## src/rtl/cmd_pkg.sv

```systemverilog
package cmd_pkg;

    localparam int KIND_N = 9;
    localparam int PEND_W = 2;

    typedef enum logic [3:0] {
        K_NOP   = 4'd0,
        K_GRD   = 4'd1,
        K_GWR   = 4'd2,
        K_GCFG  = 4'd3,
        K_RST   = 4'd4,
        K_DAC   = 4'd5,
        K_AVG   = 4'd6,
        K_SETUP = 4'd7,
        K_CONV  = 4'd8,
        K_NONE  = 4'd15
    } cmd_kind_e;

    typedef struct packed {
        logic [3:0] chan;
        logic [1:0] scan;
        logic       temp;
    } conv_t;

    typedef struct packed {
        logic [1:0] clk_sel;
        logic [1:0] ref_sel;
        logic [1:0] diff_sel;
    } setup_t;

    typedef struct packed {
        logic       en;
        logic [1:0] cnt;
        logic [1:0] rpt;
    } avg_t;

    typedef struct packed {
        logic flag;
        logic slow;
        logic bg_on;
    } rstreg_t;

    localparam setup_t SETUP_DFLT = '{clk_sel: 2'b10, ref_sel: 2'b10, diff_sel: 2'b00};

    function automatic cmd_kind_e decode_kind(input logic [7:0] b, input logic gpio_en);
        cmd_kind_e k;
        casez (b)
            8'b1???????: k = K_CONV;
            8'b01??????: k = K_SETUP;
            8'b001?????: k = K_AVG;
            8'b0001????: k = K_DAC;
            8'b00001???: k = K_RST;
            8'b000001??: k = K_NONE;
            8'b00000000: k = K_NOP;
            default:     k = gpio_en ? cmd_kind_e'({2'b00, b[1:0]}) : K_NONE;
        endcase
        return k;
    endfunction

    function automatic logic [KIND_N-1:0] kind_onehot(input cmd_kind_e k);
        if (k == K_NONE) return '0;
        return KIND_N'(1) << k;
    endfunction

endpackage

```

## src/rtl/cmd_classify.sv

```systemverilog
module cmd_classify
    import cmd_pkg::*;
#(
    parameter bit GPIO_EN = 1'b1
) (
    input  logic [7:0] byte_i,
    input  logic       vld_i,
    input  logic       data_phase_i,
    output cmd_kind_e  kind_o,
    output logic       acc_o
);

    always_comb begin
        kind_o = decode_kind(byte_i, GPIO_EN);
        acc_o  = vld_i && !data_phase_i && (kind_o != K_NONE);
    end

endmodule

```

## src/rtl/cmd_cfg_regs.sv

```systemverilog
module cmd_cfg_regs
    import cmd_pkg::*;
#(
    parameter int DAC_W = 12
) (
    input  logic              clk,
    input  logic              rst,
    input  logic              res_sel_i,
    input  logic              acc_i,
    input  cmd_kind_e         kind_i,
    input  logic [6:0]        fld_i,
    output conv_t             conv_o,
    output setup_t            setup_o,
    output avg_t              avg_o,
    output rstreg_t           rstreg_o,
    output logic [DAC_W-1:0]  dac_o,
    output logic [KIND_N-1:0] stb_o
);

    conv_t             conv_q;
    setup_t            setup_q;
    avg_t              avg_q;
    rstreg_t           rstreg_q;
    logic [DAC_W-1:0]  dac_q;
    logic [KIND_N-1:0] stb_q;

    always_ff @(posedge clk) begin
        if (rst) begin
            conv_q   <= '0;
            setup_q  <= SETUP_DFLT;
            avg_q    <= '0;
            rstreg_q <= '0;
            dac_q    <= {DAC_W{res_sel_i}};
            stb_q    <= '0;
        end else begin
            stb_q <= acc_i ? kind_onehot(kind_i) : '0;
            if (acc_i) begin
                case (kind_i)
                    K_CONV:  conv_q  <= conv_t'(fld_i);
                    K_SETUP: setup_q <= setup_t'(fld_i[5:0]);
                    K_AVG:   avg_q   <= avg_t'(fld_i[4:0]);
                    K_RST: begin
                        conv_q   <= '0;
                        setup_q  <= SETUP_DFLT;
                        avg_q    <= '0;
                        dac_q    <= {DAC_W{res_sel_i}};
                        rstreg_q <= rstreg_t'(fld_i[2:0]);
                    end
                    default: ;
                endcase
            end
        end
    end

    assign conv_o   = conv_q;
    assign setup_o  = setup_q;
    assign avg_o    = avg_q;
    assign rstreg_o = rstreg_q;
    assign dac_o    = dac_q;
    assign stb_o    = stb_q;

    // defaults present in the first cycle after reset is released
    a_r9_reset_defaults: assert property (@(posedge clk) disable iff (rst)
        $fell(rst) |-> (setup_q == SETUP_DFLT && conv_q == '0 && avg_q == '0 && rstreg_q == '0));

    // setup register only moves on setup or reset commands
    a_r3_setup_hold: assert property (@(posedge clk) disable iff (rst)
        !(acc_i && (kind_i == K_SETUP || kind_i == K_RST)) |=> $stable(setup_q));

    // DAC code only moves on a reset command
    a_r6_dac_hold: assert property (@(posedge clk) disable iff (rst)
        !(acc_i && kind_i == K_RST) |=> $stable(dac_q));

endmodule

```

## src/rtl/cmd_gpio_track.sv

```systemverilog
module cmd_gpio_track
    import cmd_pkg::*;
#(
    parameter int WR_BYTES = 2
) (
    input  logic              clk,
    input  logic              rst,
    input  logic [7:0]        byte_i,
    input  logic              vld_i,
    input  logic              wr_acc_i,
    output logic [PEND_W-1:0] pend_o,
    output logic              data_phase_o,
    output logic [7:0]        data_o,
    output logic              data_stb_o
);

    localparam logic [PEND_W-1:0] PEND_LOAD = PEND_W'(WR_BYTES);

    logic [PEND_W-1:0] pend_q;
    logic [7:0]        data_q;
    logic              data_stb_q;

    always_ff @(posedge clk) begin
        if (rst) begin
            pend_q     <= '0;
            data_q     <= '0;
            data_stb_q <= 1'b0;
        end else begin
            data_stb_q <= 1'b0;
            if (vld_i && pend_q != '0) begin
                pend_q     <= pend_q - 1'b1;
                data_q     <= byte_i;
                data_stb_q <= 1'b1;
            end else if (wr_acc_i) begin
                pend_q <= PEND_LOAD;
            end
        end
    end

    assign pend_o       = pend_q;
    assign data_phase_o = (pend_q != '0);
    assign data_o       = data_q;
    assign data_stb_o   = data_stb_q;

    // pending count never exceeds the configured window
    a_r11_pend_max: assert property (@(posedge clk) disable iff (rst)
        pend_q <= PEND_LOAD);

    // a byte inside the window counts down and is forwarded
    a_r11_count_down: assert property (@(posedge clk) disable iff (rst)
        (vld_i && pend_q != '0) |=> (data_stb_q && pend_q == $past(pend_q) - 1'b1));

endmodule

```

## src/rtl/cmd_decoder_top.sv

```systemverilog
module cmd_decoder_top
    import cmd_pkg::*;
#(
    parameter bit GPIO_EN  = 1'b1,
    parameter int WR_BYTES = 2,
    parameter int DAC_W    = 12
) (
    input  logic              clk,
    input  logic              rst,
    input  logic [7:0]        byte_i,
    input  logic              byte_vld_i,
    input  logic              res_sel_i,
    output logic [KIND_N-1:0] cmd_stb_o,
    output logic [3:0]        conv_chan_o,
    output logic [1:0]        conv_scan_o,
    output logic              conv_temp_o,
    output logic [1:0]        clk_sel_o,
    output logic [1:0]        ref_sel_o,
    output logic [1:0]        diff_sel_o,
    output logic              avg_en_o,
    output logic [1:0]        avg_cnt_o,
    output logic [1:0]        avg_rpt_o,
    output logic              rst_flag_o,
    output logic              slow_o,
    output logic              bg_on_o,
    output logic [DAC_W-1:0]  dac_code_o,
    output logic [PEND_W-1:0] gpio_pend_o,
    output logic [7:0]        gpio_data_o,
    output logic              gpio_data_stb_o
);

    cmd_kind_e kind;
    logic      acc;
    logic      data_phase;
    conv_t     conv;
    setup_t    setup;
    avg_t      avg;
    rstreg_t   rstreg;

    cmd_classify #(.GPIO_EN(GPIO_EN)) u_cls (
        .byte_i       (byte_i),
        .vld_i        (byte_vld_i),
        .data_phase_i (data_phase),
        .kind_o       (kind),
        .acc_o        (acc)
    );

    cmd_cfg_regs #(.DAC_W(DAC_W)) u_regs (
        .clk       (clk),
        .rst       (rst),
        .res_sel_i (res_sel_i),
        .acc_i     (acc),
        .kind_i    (kind),
        .fld_i     (byte_i[6:0]),
        .conv_o    (conv),
        .setup_o   (setup),
        .avg_o     (avg),
        .rstreg_o  (rstreg),
        .dac_o     (dac_code_o),
        .stb_o     (cmd_stb_o)
    );

    cmd_gpio_track #(.WR_BYTES(WR_BYTES)) u_gpio (
        .clk          (clk),
        .rst          (rst),
        .byte_i       (byte_i),
        .vld_i        (byte_vld_i),
        .wr_acc_i     (acc && kind == K_GWR),
        .pend_o       (gpio_pend_o),
        .data_phase_o (data_phase),
        .data_o       (gpio_data_o),
        .data_stb_o   (gpio_data_stb_o)
    );

    assign conv_chan_o = conv.chan;
    assign conv_scan_o = conv.scan;
    assign conv_temp_o = conv.temp;
    assign clk_sel_o   = setup.clk_sel;
    assign ref_sel_o   = setup.ref_sel;
    assign diff_sel_o  = setup.diff_sel;
    assign avg_en_o    = avg.en;
    assign avg_cnt_o   = avg.cnt;
    assign avg_rpt_o   = avg.rpt;
    assign rst_flag_o  = rstreg.flag;
    assign slow_o      = rstreg.slow;
    assign bg_on_o     = rstreg.bg_on;

    // at most one command kind is announced per cycle
    a_r1_stb_onehot: assert property (@(posedge clk) disable iff (rst)
        $onehot0(cmd_stb_o));

    // a strobe needs a valid byte one cycle earlier
    a_r12_stb_after_vld: assert property (@(posedge clk) disable iff (rst)
        (|cmd_stb_o) |-> $past(byte_vld_i));

    // bytes inside the data window never act as commands
    a_r11_data_not_cmd: assert property (@(posedge clk) disable iff (rst)
        (byte_vld_i && gpio_pend_o != '0) |=> (cmd_stb_o == '0));

    generate
        if (!GPIO_EN) begin : g_no_gpio
            // no GPIO activity at all when GPIO is absent
            a_r8_no_gpio: assert property (@(posedge clk) disable iff (rst)
                (cmd_stb_o[3:1] == 3'b000) && (gpio_pend_o == '0));
        end
    endgenerate

endmodule

```

## config.mk

```make
export PLATFORM = sky130hd
export DESIGN_NAME = cmd_decoder_top
export DESIGN_NICKNAME = d
export VERILOG_FILES = /design/src/rtl/cmd_pkg.sv /design/src/rtl/cmd_classify.sv /design/src/rtl/cmd_cfg_regs.sv /design/src/rtl/cmd_gpio_track.sv /design/src/rtl/cmd_decoder_top.sv
export SDC_FILE = /design/constraint.sdc
export NUM_CORES = 1
export LEC_CHECK = 0
export BUFFER_PORTS_ARGS = -buffer_cell sky130_fd_sc_hd__buf_2
export CAP_MARGIN = 25
export CORE_MARGIN = 10
export CORE_UTILIZATION = 43
export DETAILED_ROUTE_END_ITERATION = 10
export HOLD_SLACK_MARGIN = 0.1
export PLACE_DENSITY = 0.71
export RECOVER_POWER = 50
export SLEW_MARGIN = 15
export SYNTH_ARGS = -nofsm -noshare
export SYNTH_HDL_FRONTEND = slang
export SYNTH_SLANG_ARGS = --single-unit
```

## constraint.sdc

```tcl
create_clock -name clk -period 1.6 [get_ports clk]
set_input_delay 0.24 -clock clk [delete_from_list [all_inputs] [get_ports clk]]
set_output_delay 0.24 -clock clk [all_outputs]
set_load 0.05 [all_outputs]
```

; ---- Word level (Yosys, flattened, before mapping)
; Cells that the tools add are included.
[word_totals]
word_cells = 65
mem_bits_ro = 0
ram_bits = 0
input_bits = 12
memories = 0
regBits = 53
out_inout_bits = 53
latchBits = 0
[classes]
shift = 1
n_eq_ne = 12
add_sub_neg = 1
n_mux = 14
n_lt_le_gt_ge = 0
bitwise = 1
div_mod_pow = 0
multipliers = 0
reduce_logical = 19
[ops]
columns = op, count
row1 = $mux W12, 3
row2 = $pmux W4 S7, 1
row3 = $mux W9, 2
row4 = $pmux W7 S2, 1
row5 = $reduce_bool A2 Y1, 7
row6 = $eq A4 B3 Y1 const B, 3
row7 = $pmux W6 S2, 1
row8 = $pmux W5 S2, 1
row9 = $reduce_and A2 Y1, 5
row10 = $shl A1 B4 Y9 const A, 1
row11 = $eq A4 B4 Y1 const B, 2
row12 = $logic_not A8 Y1, 1
row13 = $eq A6 B1 Y1 const B, 1
row14 = $eq A5 B1 Y1 const B, 1
row15 = $eq A4 B1 Y1 const B, 1
row16 = $eq A4 B2 Y1 const B, 1
row17 = $logic_and A1 B1 Y1, 4
row18 = $mux W2, 2
row19 = $ne A4 B4 Y1 const B, 1
row20 = $eq A3 B1 Y1 const B, 1
row21 = $mux W1, 3
row22 = $eq A2 B1 Y1 const B, 1
row23 = $reduce_or A2 Y1, 1
row24 = $sub A2 B1 Y2 const B, 1
row25 = other kinds (2), 2

; ---- Logic depth before layout (Yosys ltp)
; Gate-level depths: netlist of the first run.
[depth]
depth_word = 7
mapped_depth = 6

; ---- Cells and area by module
; From an unflattened synthesis of the first run, not the netlist that was laid out.
[hier_totals]
cells_unflattened = 185
area_unflattened_um2 = 1752.9
[by_module_without_submodules]
columns = module, cells_per_inst, instances, area_each_um2
row1 = cmd_cfg_regs, 119, 1, 1233.7
row2 = cmd_gpio_track, 50, 1, 416.6
row3 = cmd_classify, 14, 1, 86.3
row4 = cmd_decoder_top, 2, 1, 16.3

; ---- Worst setup path after synthesis of the first run
; Ideal clock, no wire load.
[synth_timing]
path_type = register -> register
from = register u_gpio.pend_q[0] (netlist: u_gpio.pend_o[0])
to = register u_gpio.pend_q[1] (netlist: u_gpio.pend_o[1])
setup_ns = 0.086
stages_incl_launch_ff = 6
slack_ns = -0.256
arrival_ns = 1.770
period_less_slack_ns = 1.856
n_path_buf = 0
required_ns = 1.514
path_cell_list = dfxtp_1 > inv_1 > ha_1 > nand3b_1 > or4_4 > a221oi_2
[synth_between]
elab_chain_cells = 6
elab_cells_between_ends = 9
classes_between = add/sub: 1 / mux: 1 / reduce/logical: 7
[synth_lines]
columns = element, line
row1 = "start, declared", cmd_gpio_track.sv:19  ; logic [PEND_W-1:0] pend_q;
row2 = "start signal, assigned", cmd_gpio_track.sv:31  ; pend_q <= pend_q - 1'b1;
row3 = $reduce_bool A2 Y1, "cmd_gpio_track.sv:30, cmd_gpio_track.sv:41"
row4 = $logic_not A1 Y1, cmd_classify.sv:15  ; acc_o = vld_i && !data_phase_i && (kind_o != K_NONE);
row5 = $logic_and A1 B1 Y1 (2 in a row), cmd_classify.sv:15
row6 = $logic_and A1 B1 Y1, cmd_decoder_top.sv:68  ; .wr_acc_i (acc && kind == K_GWR),
row7 = $reduce_bool A2 Y1 (no source line), n/a
; Several ways; a longest one is shown, not always the timed one.
; A chain may end at the register's enable or synchronous reset.

; ---- Worst setup path after layout of the first run
; Same ends and word-level chain as after synthesis.

==> results by group, run 1 <==
Run status
  – Status: finished, final reports clean

Critical path
  – Startpoint types: flip-flop
  – Delay of the slowest critical-path stage: 0.55 ns
  – Crit-path cells: inv_2, ha_4, nand3b_1, or4_4, a221oi_2
  – FF-to-FF path depth: 5
  – WP data arrival: between 1.5 and 2 ns
  – Worst R2R Setup Slack: between 0.06 and 0.07 ns
  – FF-to-FF Start: u_gpio.pend_o[0]
  – Setup CP Type: flip-flop to flip-flop
  – Worst path top cell family by delay: simple AND/OR/NAND/NOR gates
  – Worst Path Buf+Inv: 1
  – CP required: between 1.5 and 2 ns
  – Slowest stage cell, crit path: or4_4
  – CP max FO: 6
  – Critical R2R Capture: u_gpio.pend_o[1]
  – Crit end category: flip-flop

Layout
  – Finished Layout Cells: between 300 and 400
  – Commonest non-fill, non-tap cells in the layout: 43 x clkbuf_1, 40 x dfxtp_1, 26 x nor2_1
  – Multi-input logic area: ~700 um2
  – Commonest non-fill, non-tap cell in the layout: clkbuf_1
  – P&R area growth vs syn: 24.5%
  – Fin nets: approximately 270
  – Layout cells sized above 1: just over 20%
  – Antenna Cells: 0
  – Register area: 855 um2
  – Fill count: around 380

CTS
  – H-tree Lvls: 2
  – CTS buffer count: 5
  – CTS Root Cell: clkbuf_8
  – Hold buffer count at cts: 0
  – CTS tree: built
  – Worst-Skew Late Latency: about 0.29 ns
  – Clock buffer depth: 2
  – CTS resizes: 0
  – Clk slew on worst S/H paths: approximately 0.070 ns
  – Post-CTS Setup Bufs: 0
  – Clock sink count: 42

Power and ir drop
  – Peak VDD IR: a little over 600 uV
  – PD cells: roughly 1100 nW/um2
  – Leak Pwr: 0.814 nW

Die
  – Die X: 82.7 um
  – Core area: approximately 3700 um2
  – I/O Pins: 65
  – DIE AREA: slightly below 7000 um2
  – Vert. Die Dim: 82.7 um
  – Effective utilization at floorplan: between 40% and 50%
  – Rows: 22

Flow run
  – Max-cap check violation count: 0

STA
  – Hold_ws: around 0.12 ns
  – Final setup viols: 0
  – Maximum clock rate: between 0.6 and 0.7 GHz
  – Worst Tran Pin Value: ~0.64 ns
  – Min cycle time layout: between 1.5 and 2 ns
  – RSZ-0062 raised after global routing: no
  – Final hold violation count: 0
  – Setup TNS: 0 ns
  – Final count of pins violating max slew: 0
  – Relative slew slack: roughly 58%
  – Fin crit share: between 90 and 100%
  – Post-Route Skew: roughly 0.0024 ns

Synth
  – Synth Flop Type: dfxtp_1
  – Post-synth EDFFs: 1
  – Syn nets: 203
  – Post-Synthesis Cell Area: 1690 um2
  – Number of library cell types mapped by synthesis: 37
  – Synthesized flop and latch total: 42
  – Seq/Total Area, Yosys: 50.3%
  – Mean Syn Cell Area: 8.91 um2
  – Synth async-reset ratio: 0%
  – Syn. warnings: 0
  – Syn Inst Count: between 150 and 200

Routing
  – Antenna viol nets, final: 0
  – DRC viols: 0
  – Pre-Repair DR Iteration Count: 5
  – Post-Route WL: ~4.6 mm
  – DRT iter0 DRCs: between 90 and 100
  – Routed vias/inst: 5.03
  – Vias: approximately 1500
  – Routed WL per cell: 15.3 um

Placed design
  – Port-buffer cells: 64
  – Cell count after placement: between 200 and 300
  – RePlAce Congestion: roughly 0.85
  – Post-DP HPWL: about 3.5 mm

Hold path
  – Worst hold endpoint: u_regs.dac_o[10]
  – Hold Path Stages: 1
  – Hold Path Origin: res_sel_i
  – Hold crit path type: input pin to flip-flop

Global routing
  – Largest net degree at the start of global routing: 25
  – Gr usage total: a little over an eighth
  – Congestion Overflow GR: 0
  – Global-route wire length before repair: ~6.8 mm
  – Vias in the first global route: 1381
  – Initial antenna violation count: 0
cells by family after synthesis:
logic type               after synthesis  synth area share (%)
AND/OR/NAND/NOR                       83                  24.5
buffers and inverters                 27                  9.31
adder cells (fa/ha/maj)                1                 0.739
flip-flops                            42                  50.3
AO/OA/AOI/OAI                         33                  12.8
multiplexers                           4                  2.37
worst max-delay path by stage:
stage	start	endpoint	slack, ns	cells past startpoint
after floorplan	u_gpio.pend_o[1]	u_gpio.pend_o[1]	-0.06	5
after global placement	byte_i[4]	u_regs.dac_o[10]	-0.01	4
after detailed placement	byte_i[4]	u_regs.dac_o[10]	-0.04	4
after CTS	u_gpio.pend_o[0]	u_gpio.pend_o[1]	0.06	5
after global routing	u_gpio.pend_o[0]	u_gpio.pend_o[0]	0.005	6
final	u_gpio.pend_o[0]	u_gpio.pend_o[1]	0.06	5
worst reg2reg max path: cells and delay by family (launching register included):
family | cells | cell delay (ns)
AO/OA/AOI/OAI | 1 | 0.22
adder cells (fa/ha/maj) | 1 | 0.15
buffers and inverters | 1 | 0.08
flip-flops | 1 | 0.34
AND/OR/NAND/NOR | 2 | 0.66
metrics by stage:
stage	utilization (%)	power (mW)	instance area, um2	setup slack [ns]
floorplan	-	1.53	1710	-0.0597
global placement	54.9	1.66	2060	-0.0128
detailed placement	54.9	1.66	2060	-0.0373
CTS	57.6	2.42	2160	0.0624
global route	56.3	2.47	2110	0.00453
finish	56.3	2.38	2110	0.0602
flip-flops by register name, indices dropped and copies added, names as in the netlist:
register,cells
u_regs.rstreg_o,3
u_gpio.pend_o,2
u_regs.conv_o,7
u_regs.setup_o,6
u_gpio.data_stb_o,1
u_gpio.data_o,8
u_regs.stb_o,9
u_regs.dac_o,1
u_regs.avg_o,5
where the power goes:
| part | internal [mW] | leakage, nW | switching, mW |
|---|---|---|---|
| logic | 0.130 | 0.420 | 0.377 |
| clock network | 0.404 | 0.0506 | 0.347 |
| registers | 1.09 | 0.343 | 0.0255 |
| total | 1.63 | 0.814 | 0.750 |
synth_stat cells (2+ instances only):
cell type,instances,area share [%]
buf_6,2,1.3
nor3_1,5,1.5
o21ai_0,7,2.1
a21oi_1,11,3.3
inv_1,4,0.89
dfxtp_1,41,48
nand2b_1,5,1.8
and3b_1,2,1.0
mux2i_1,4,2.4
nor3b_1,2,0.89
nand3b_1,4,1.8
or4_4,2,1.3
nand2_1,22,4.9
a22oi_1,7,3.1
buf_4,11,4.9
nor2b_1,2,0.74
nor2_1,26,5.8
nand3_1,6,1.8
clkbuf_1,9,2.0
layer usage:
layer / vias up / GRT usage (%) / routed length, um
li1: 756 / - / -
met1: 678 / 16.6 / 1960
met2: 70 / 19.5 / 1980
met3: 9 / 4.43 / 620
met4: 0 / 5.85 / 59
met5: - / 0 / 0
layout make-up:
class                           instances  area share [%]
Inverter                                4           0.713
Tap cell                               48            2.85
Clock buffer                            8            4.81
Timing Repair Buffer                   78            17.8
Sequential cell                        42            40.6
Multi-Input combinational cell        121            33.3
(Power assumes the default switching activity.)
==> run 2: changes to the inputs <==
--- a/config.mk
+++ b/config.mk
@@ -12,7 +12,6 @@
 export DETAILED_ROUTE_END_ITERATION = 10
 export HOLD_SLACK_MARGIN = 0.1
 export PLACE_DENSITY = 0.71
-export RECOVER_POWER = 50
 export SLEW_MARGIN = 15
 export SYNTH_ARGS = -nofsm -noshare
 export SYNTH_HDL_FRONTEND = slang
==> run 2 against run 1 <==
Register-to-register slack about the same. Utilization is 1.5 points higher. Clock-buffer cell count unchanged. Die area unchanged. Maximum frequency barely moved. Hold slack about the same. Sequential power barely moved. Sequential share of layout area is 0.86 points lower. Global-route usage unchanged. Largest power group unchanged.
==> results by group, run 2 (synthesis results as in run 1) <==
Run status
  – Status: finished, final reports clean

STA
  – Maximum clock rate: about 0.65 GHz
  – Final count of pins violating max slew: 0
  – Min cycle time layout: approximately 1.5 ns
  – Relative slew slack: 62.0%
  – Final hold violation count: 0
  – Fin crit share: 96.2%
  – RSZ-0062 raised after global routing: no
  – Worst setup margin: about 0.06 ns
  – Final setup viols: 0
  – Worst Tran Pin Value: 0.566 ns
  – Post-Route Skew: ~0.0030 ns
  – Setup TNS: 0 ns

Routing
  – Routed vias/inst: approximately 5
  – Uppermost layer routed: met4
  – DRC viols: 0
  – DRT iter0 DRCs: 98
  – DR WL met3: 587 um
  – Post-Route M1 WL: roughly 2.0 mm
  – Pre-Repair DR Iteration Count: 4
  – Routed WL per cell: 15.4 um
  – Post-Route WL: roughly 4.6 mm
  – Metal2 WL: 2.03 mm
  – Antenna viol nets, final: 0
  – Vias: approximately 1500

Flow run
  – Max-cap check violation count: 0

Critical path
  – Setup CP Type: flip-flop to flip-flop
  – FF-to-FF Start: u_gpio.pend_o[0]
  – Startpoint types: flip-flop
  – CP required: between 1.5 and 2 ns
  – CP max FO: 6
  – Crit end category: flip-flop
  – FF-to-FF path depth: 5
  – Slowest stage cell, crit path: or4_4
  – Crit path from: u_gpio.pend_o[0]
  – WP data arrival: around 1.8 ns
  – Delay of the slowest critical-path stage: approximately 0.55 ns
  – Crit-path cells: inv_2, ha_4, nand3b_1, or4_4, a221oi_2

Power and ir drop
  – P_int: approximately 1.6 mW
  – PD cells: about 1100 nW/um2
  – Peak VDD IR: 611 uV
  – Leak Pwr: 0.985 nW
  – Clk network pwr share: about a third
  – Logic pwr share: around 22%
  – Net load switching power: roughly 0.75 mW
  – Reg power frac: 46.8%
  – Switching part of the total: 31.3%

Hold path
  – Hold crit path type: input pin to flip-flop
  – Hold Path Stages: 1
  – Hold Path Origin: res_sel_i

CTS
  – Post-CTS Setup Bufs: 0
  – Worst-Skew Late Latency: ~0.29 ns
  – CTS buffer count: 5
  – Hold buffer count at cts: 0
  – CTS tree: built
  – Clock sink count: 42
  – Clock buffer depth: 2
  – Clk slew on worst S/H paths: approximately 0.070 ns
  – H-tree Lvls: 2
  – CTS Root Cell: clkbuf_8

Die
  – Vert. Die Dim: slightly above 80 um
  – Rows: 22
  – I/O Pins: 65
  – DIE AREA: between 6000 and 7000 um2
  – Die X: just over 80 um
  – Effective utilization at floorplan: 45.2%
  – Core area: 3740 um2

Layout
  – Finished Layout Cells: between 300 and 400
  – Antenna Cells: 0
  – Commonest non-fill, non-tap cell in the layout: buf_2
  – Commonest non-fill, non-tap cells in the layout: 64 x buf_2, 39 x dfxtp_1, 26 x nor2_1
  – P&R area growth vs syn: 27.7%
  – Layout cells sized above 1: roughly 37%
  – Fin nets: about 270
  – Max reg flops: 9

Global routing
  – Initial antenna violation count: 0
  – Global-route wire length before repair: 6.84 mm
  – Largest net degree at the start of global routing: 25
  – Gr usage total: between 10% and 20%
  – Vias in the first global route: about 1400
  – Congestion Overflow GR: 0

Placed design
  – Cell count after placement: just under 300
  – RePlAce Congestion: 0.855
  – Port-buffer cells: 64
  – Setup WS pre-CTS: -0.0373 ns
  – Post-DP HPWL: roughly 3.5 mm
run 2: changes by cell type in the layout (fill, tap and decap cells not counted), sizes merged:
| cell | change |
|---|---|
| buf | +41 |
| clkbuf | -41 |
run 2: worst paths after layout:
path	endpoint	slack [ns]
max	u_gpio.pend_o[1]	0.06
min reg2reg	u_gpio.data_o[1]	0.46
max reg2reg	u_gpio.pend_o[1]	0.06
min	u_regs.dac_o[10]	0.12
run 2: layout make-up:
class                           count  area, um2
Clock buffer                        8        101
Fill cell                         357       1580
Inverter                            4       15.0
Multi-Input combinational cell    121        702
Sequential cell                    42        858
Tap cell                           48       60.1
Timing Repair Buffer               78        425
run 2: critical path, delay by kind of cell, from the launching register on:
kind	cells	cell delay [ns]
buffers and inverters	1	0.07
adder cells (fa/ha/maj)	1	0.15
flip-flops	1	0.36
AND/OR/NAND/NOR	2	0.66
AO/OA/AOI/OAI	1	0.22
run 2: per-layer routing:
metal | up-vias | GRT usage [%]
met5 | - | 0
met4 | 0 | 5.85
met3 | 8 | 4.43
met2 | 64 | 19.5
met1 | 684 | 16.6
li1 | 755 | -
run 2: what timing repair did:
action,in CTS,in global routing
gates resized for setup,0,1
setup endpoints to repair,0,3
hold endpoints to repair,0,0
run 2: metrics by stage:
step	power [mW]	hold slack, ns	utilization [%]	area (um2)
floorplan	1.53	0.339	-	1710
global placement	1.66	0.422	54.9	2060
detailed placement	1.66	0.419	54.9	2060
CTS	2.42	0.111	57.6	2160
global route	2.48	0.114	57.8	2160
finish	2.39	0.117	57.8	2160
run 2: power by group through the flow:
stage	clock network [mW]	logic [mW]	registers (mW)
after floorplan	0	0.240	1.29
after global placement	0	0.517	1.14
after detailed placement	0	0.520	1.14
after CTS	0.777	0.521	1.12
after global routing	0.809	0.551	1.12
final	0.750	0.519	1.12
